$ cat config.mk
export PLATFORM = sky130hd
export DESIGN_NAME = pwrcal_seq
export DESIGN_NICKNAME = d
export VERILOG_FILES = /design/src/rtl/pwrcal_seq.sv
export SDC_FILE = /design/constraint.sdc
export NUM_CORES = 1
export LEC_CHECK = 0
export CAP_MARGIN = 20
export CELL_PAD_IN_SITES_DETAIL_PLACEMENT = 1
export CELL_PAD_IN_SITES_GLOBAL_PLACEMENT = 1
export CORE_MARGIN = 2
export CORE_UTILIZATION = 44
export DETAILED_ROUTE_END_ITERATION = 16
export PLACE_DENSITY_LB_ADDON = 0.1
export SKIP_CTS_REPAIR_TIMING = 1
export SYNTH_ARGS = -nofsm -noshare
export SYNTH_HDL_FRONTEND = slang
export SYNTH_SLANG_ARGS = --single-unit
export TNS_END_PERCENT = 10
$ cat constraint.sdc
create_clock -name clk -period 2.83 [get_ports clk]
set_clock_uncertainty 0.05 [all_clocks]
set_input_delay 0.566 -clock clk [delete_from_list [all_inputs] [get_ports clk]]
set_output_delay 0.566 -clock clk [all_outputs]
set_load 0.1 [all_outputs]
$ cat src/rtl/pwrcal_seq.sv
module pwrcal_seq #(
  parameter int DELAY_TICKS = 16384,
  parameter int CAL_TICKS   = 550
) (
  input  logic clk,
  input  logic rst_n,
  input  logic pwr_pin,
  input  logic soft_run,
  input  logic pll_rst_bit,
  input  logic cal_sel,
  input  logic sync_run,
  input  logic ref_ok,
  input  logic load_done,
  input  logic div_stb,
  input  logic pfd_stb,
  output logic reload_req,
  output logic sel_clr,
  output logic cal_active,
  output logic pll_en,
  output logic div_en,
  output logic out_en
);
  localparam int MAXT = (DELAY_TICKS > CAL_TICKS) ? DELAY_TICKS : CAL_TICKS;
  localparam int CW   = $clog2(MAXT + 1);

  typedef enum logic [2:0] {
    S_POR, S_WREF, S_SETTLE, S_CAL, S_ACT, S_SYNC, S_PDPIN, S_PDSOFT
  } st_t;

  st_t st, nx;
  logic [CW-1:0] cnt;
  logic rst_prev;
  logic sel_clr_q;

  wire rst_rise   = pll_rst_bit & ~rst_prev;
  wire running    = (st == S_WREF) || (st == S_SETTLE) || (st == S_CAL) ||
                    (st == S_ACT)  || (st == S_SYNC);
  wire settle_end = (st == S_SETTLE) && div_stb && (cnt == CW'(DELAY_TICKS - 1));
  wire cal_end    = (st == S_CAL) && pfd_stb && (cnt == CW'(CAL_TICKS - 1));

  always_comb begin
    nx = st;
    if (!pwr_pin)                           nx = S_PDPIN;
    else if (running && !soft_run)          nx = S_PDSOFT;
    else if (running && cal_sel && rst_rise) nx = S_WREF;
    else begin
      case (st)
        S_POR:    if (load_done) nx = S_WREF;
        S_WREF:   if (ref_ok) nx = S_SETTLE;
        S_SETTLE: if (settle_end) nx = S_CAL;
        S_CAL:    if (cal_end) nx = S_ACT;
        S_ACT:    if (!sync_run) nx = S_SYNC;
        S_SYNC:   if (sync_run) nx = S_ACT;
        S_PDPIN:  nx = S_POR;
        S_PDSOFT: if (soft_run) nx = S_WREF;
        default:  nx = S_POR;
      endcase
    end
  end

  always_ff @(posedge clk or negedge rst_n) begin
    if (!rst_n) begin
      st        <= S_POR;
      cnt       <= '0;
      rst_prev  <= 1'b1;
      sel_clr_q <= 1'b0;
    end else begin
      st        <= nx;
      rst_prev  <= pll_rst_bit;
      sel_clr_q <= (st == S_PDPIN) && (nx == S_POR);
      if (nx != st)
        cnt <= '0;
      else if (((st == S_SETTLE) && div_stb) || ((st == S_CAL) && pfd_stb))
        cnt <= cnt + 1'b1;
    end
  end

  assign reload_req = (st == S_POR);
  assign sel_clr    = sel_clr_q;
  assign cal_active = (st == S_CAL);
  assign pll_en     = running;
  assign div_en     = (st == S_ACT);
  assign out_en     = (st == S_ACT);


  por_exit_chk: assert property (@(posedge clk) disable iff (!rst_n)
    $fell(reload_req) |-> ($past(load_done) || !$past(pwr_pin)));


  settle_exit_chk: assert property (@(posedge clk) disable iff (!rst_n)
    $rose(cal_active) |-> $past(div_stb));


  out_entry_chk: assert property (@(posedge clk) disable iff (!rst_n)
    $rose(out_en) |-> ($past(cal_active) && $past(pfd_stb)) || $past(pll_en && !div_en && sync_run));


  pin_off_chk: assert property (@(posedge clk) disable iff (!rst_n)
    !pwr_pin |=> !pll_en && !div_en && !out_en && !reload_req && !cal_active);


  sel_pulse_chk: assert property (@(posedge clk) disable iff (!rst_n)
    sel_clr |=> !sel_clr);


  soft_noreload_chk: assert property (@(posedge clk) disable iff (!rst_n)
    (!pll_en && !reload_req && pwr_pin && !$past(pwr_pin) == 1'b0 && soft_run && $past(!soft_run)) |-> !sel_clr);
endmodule

[Yosys cells after proc, flatten, opt, wreduce, memory -nomap -nowiden]
Cells that the tools add are included.
Operators by class
  add/sub/neg operators: 1
  eq/ne operators: 10
  muxes and demuxes: 13
  bitwise logic cells: 2
  reduce and logical (&&, ||, !) cells: 17
Operators by type and width (count)
  15-bit 2-to-1 mux: 2
  3-bit 2-to-1 mux: 10
  3-bit one-hot mux with 8 select lines: 1
  15-bit by 1-bit adder with 15-bit output (second input constant): 1
  15-bit by 10-bit equality test with 1-bit output (second input constant): 1
  15-bit by 14-bit equality test with 1-bit output (second input constant): 1
  3-bit equality test (second input constant): 4
  1-bit logical AND: 8
  3-bit by 2-bit equality test with 1-bit output (second input constant): 2
  3-bit logical NOT: 2
  1-bit logical OR: 5
  3-bit by 1-bit equality test with 1-bit output (second input constant): 1
  3-bit inequality test: 1
  2-bit nonzero test: 1
  1-bit bitwise AND: 1
  1-bit logical NOT: 1
  1-bit NOT: 1
Storage, ports and cells
  bits in registers: 20
  input bits: 11
  word-level logic and storage cells: 47

[Logic depth before layout (Yosys ltp)]
  depth in word-level cells: 12
  mapped depth: 9
  gate-level depth less buffers: 8

[Worst setup path before layout]
OpenSTA, ideal clock, no wires.
  kind: reg2out
  start point: register st[0]
  end point: output port out_en
  arrival time: 2.503 ns
  required time: 2.214 ns
  setup slack: -0.289 ns
  stages on the path, launching flop included: 5
  cells stage by stage: dfrtp_1 buf_2 buf_1 nor2_1 buf_4
On the way
  cells in the longest elaborated chain, start to end: 1
RTL lines
  start, declared: RTL line 30  | st_t st, nx;
  start signal, assigned: RTL line 68  | st <= nx;
  3-bit equality test
  end, declared: RTL line 21  | output logic out_en
No other way between the ends.

[Worst setup path in the final report]
  start point: register st[0]
  end point: output port cal_active
On the way
  cells in the longest elaborated chain, start to end: 1
RTL lines
  3-bit by 2-bit equality test with 1-bit output: RTL line 80  | assign cal_active = (st == S_CAL);
  end, declared: RTL line 18  | output logic cal_active,
No other way between the ends.

==> out/results.ini <==
[floorplan]
die_y_um = 57.70
std_cell_rows = 19
pin_count = 17
core-area_um2 = 2758
initial_utilization_pct = 46.01
die-area_um2 = 3329
chipWidth_um = 57.70

[cells_and_area]
area_growth_pct = 16.67
drive_gt1_share_pct = 12.34
final_util_pct = 53.68
multi_input_area_um2 = 708.2
fillers = 318
seqCellArea_um2 = 501.7
antenna_cells = 0
nets = 168
final_cells = 185

[drt]
first_pass_iters = 4
antenna_left = 0
wl_per_cell_um = 15.78
first_iter_violations = 39
via_per_inst = 5.876
vias = 1087
drc = 0
drt_wl_total_mm = 2.919

[synth]
yosys.area.top_type_share_pct = 37.48
synth_top_area_cell = dfrtp_1
synth_nets = 151
yosys_warnings = 0
synth_top_cells_by_count = nor2_1, dfrtp_1, nand2_1, xor2_1
syn_area_per_cell_um2 = 9.194
synthCells = 138
synth_seq_area_share_pct = 39.55
synthDistinctLibCells = 44
async_flop_share_pct = 100.0
synth.cell_area_um2 = 1269
synth_area_leaders = dfrtp_1, xor2_1, nor2_1
ys_ff_latch = 20
synth_flop_cell = dfrtp_1
synth_edf_count = 0
synth_most_common_cell = nor2_1

[timing]
fmax_mhz = 419.6
worstMarginPinSlew_ps = 899.4
rsz0062_at_grt = no
period_share_pct = 84.20
maxSlewViolCount = 0
fin_crit_ps = 2383
layout_setup_ws_ps = 447.1
fin_hold_ws_ps = 541.8
setup_viol = 0
slew_headroom_pct = 39.85
hold_violations = 0

[power_and_ir_drop]
ir_drop_mv = 0.3679
p_sw_share_pct = 39.28
power.leakage_nw = 0.6326
pwr-share-comb_pct = 34.3
pwr-share-clk_pct = 27.6
p_switching_mw = 0.3469
seqPwrFrac_pct = 38.1
powerDensity_nw_per_um2 = 596.6
intPower_mw = 0.5362
total_power_mw = 0.8831

[setup_path]
setup.worst_path.end_class = output pin
endpoint = cal_active
path_max_fanout = 18
worstReg2RegStart = st[0]
rrSetupSlack_ps = 480
startpoint = st[0]
cp.arrival_ps = 1770
path_class = reg -> out
critPathLaunchType = register
required_ps = 2210
reg2regPathDepth = 6
rr_endpoint = cnt[1]

[global_route]
grt_start_max_net_pins = 21
grt-ovfl-total = 0
track_usage_pct = 19.39
antenna_found_initial = 0
grt_pass1_wl_mm = 4.974
grt_pass1_vias = 1139

[flow_run]
drv_cap = 0

[cts]
clk_pin_slew_ps = 110
root_buffer = clkbuf_4
numCtsBuffers = 3
clkSinkCount = 20
cts_tree = done
clkLatencyLatePin_ps = 330
htreeDepth = 1
clockBufferDepth = 2

[hold_path]
hp-class = reg -> reg
min_from = cnt[14]

[run_status]
status = finished, final reports clean

[placed_design]
placed_cells = 181
dp_slack_ps = 141.1
dp_hpwl_mm = 2.213
place_congestion = 0.8259
port_buffers = 16

-- stage by stage --
stage | setup TNS (ps) | instance area [um^2]
5_1_grt | 0 | 1480
3_5_place_dp | 0 | 1428
2_1_floorplan | -3144 | 1271
3_3_place_gp | 0 | 1428
4_1_cts | 0 | 1480
6_report | 0 | 1480
-- area by class of cell --
| cell class | instances | share of cell area (%) |
|---|---|---|
| clock buffers | 3 | 1.522 |
| inverters | 3 | 0.7608 |
| clock inverters | 1 | 2.029 |
| multi-input cells | 108 | 47.84 |
| flip-flops and latches | 20 | 33.90 |
| well taps | 31 | 2.620 |
| repair buffers | 19 | 11.33 |
-- sequential cells by signal (all words and copies together), names as in the netlist --
name / cells
cnt: 15
sel_clr: 1
rst_prev: 1
st: 3
-- cells in the final DEF (no fill, tap or decap), types with 2 or more instances in the layout --
cell type,n
inv_1,3
and4_1,4
o21ai_0,6
clkbuf_4,3
nand2b_1,3
dfrtp_1,19
and3_1,6
a21oi_2,2
a211oi_1,2
xnor2_1,4
clkdlybuf4s50_1,10
nand3_1,5
nor3b_1,2
buf_4,9
nor2b_1,2
nor2_1,19
o211a_1,2
nand2_1,12
xor2_1,10
nor4b_1,2
o2111ai_1,2
ha_1,2
nand4_1,3
nor3_1,2
-- kinds of logic (layout without fill, tap and decap cells) --
group	count (synthesis)	after routing	synth area share, %
adders and majority gates	2	2	1.972
DFF	20	20	39.55
buffers and inverters	10	26	4.831
and+or+nand+nor	69	69	29.98
AOI/OAI and AO/OA	23	23	14.00
xor gates and xnor gates	14	14	9.664
-- per-layer routing --
| metal | part of all wire (%) | global-route usage [%] | wire [um] |
|---|---|---|---|
| met4 | 2.3 | 8.638 | 68 |
| met1 | 42 | 22.54 | 1239 |
| met2 | 53 | 35.71 | 1541 |
| met5 | 0 | 0 | 0 |
| met3 | 2.4 | 2.009 | 70 |
-- worst min path at each step --
| stage | end | slack, ps | cells past startpoint |
|---|---|---|---|
| 2_1_floorplan | cnt[0] | 220 | 0 |
| 5_1_grt | cnt[14] | 570 | 2 |
| 6_report | cnt[14] | 540 | 2 |
| 4_1_cts | cnt[14] | 540 | 2 |
| 3_3_place_gp | cnt[5] | 500 | 2 |
| 3_5_place_dp | cnt[14] | 510 | 2 |
-- worst max-delay path, stage by stage, from the launching register on --
cell and delay, ps:
dfrtp_1 770, inv_1 170, nor2_1 190, buf_4 320
-- power groups by stage --
stage | logic, mW | clock network [mW] | registers [mW]
CTS | 0.307 | 0.249 | 0.335
floorplan | 0.252 | 0 | 0.331
global placement | 0.302 | 0 | 0.340
global route | 0.326 | 0.255 | 0.340
finish | 0.303 | 0.244 | 0.337
detailed placement | 0.307 | 0 | 0.341
Note: power is estimated with default switching activity, not from simulation.
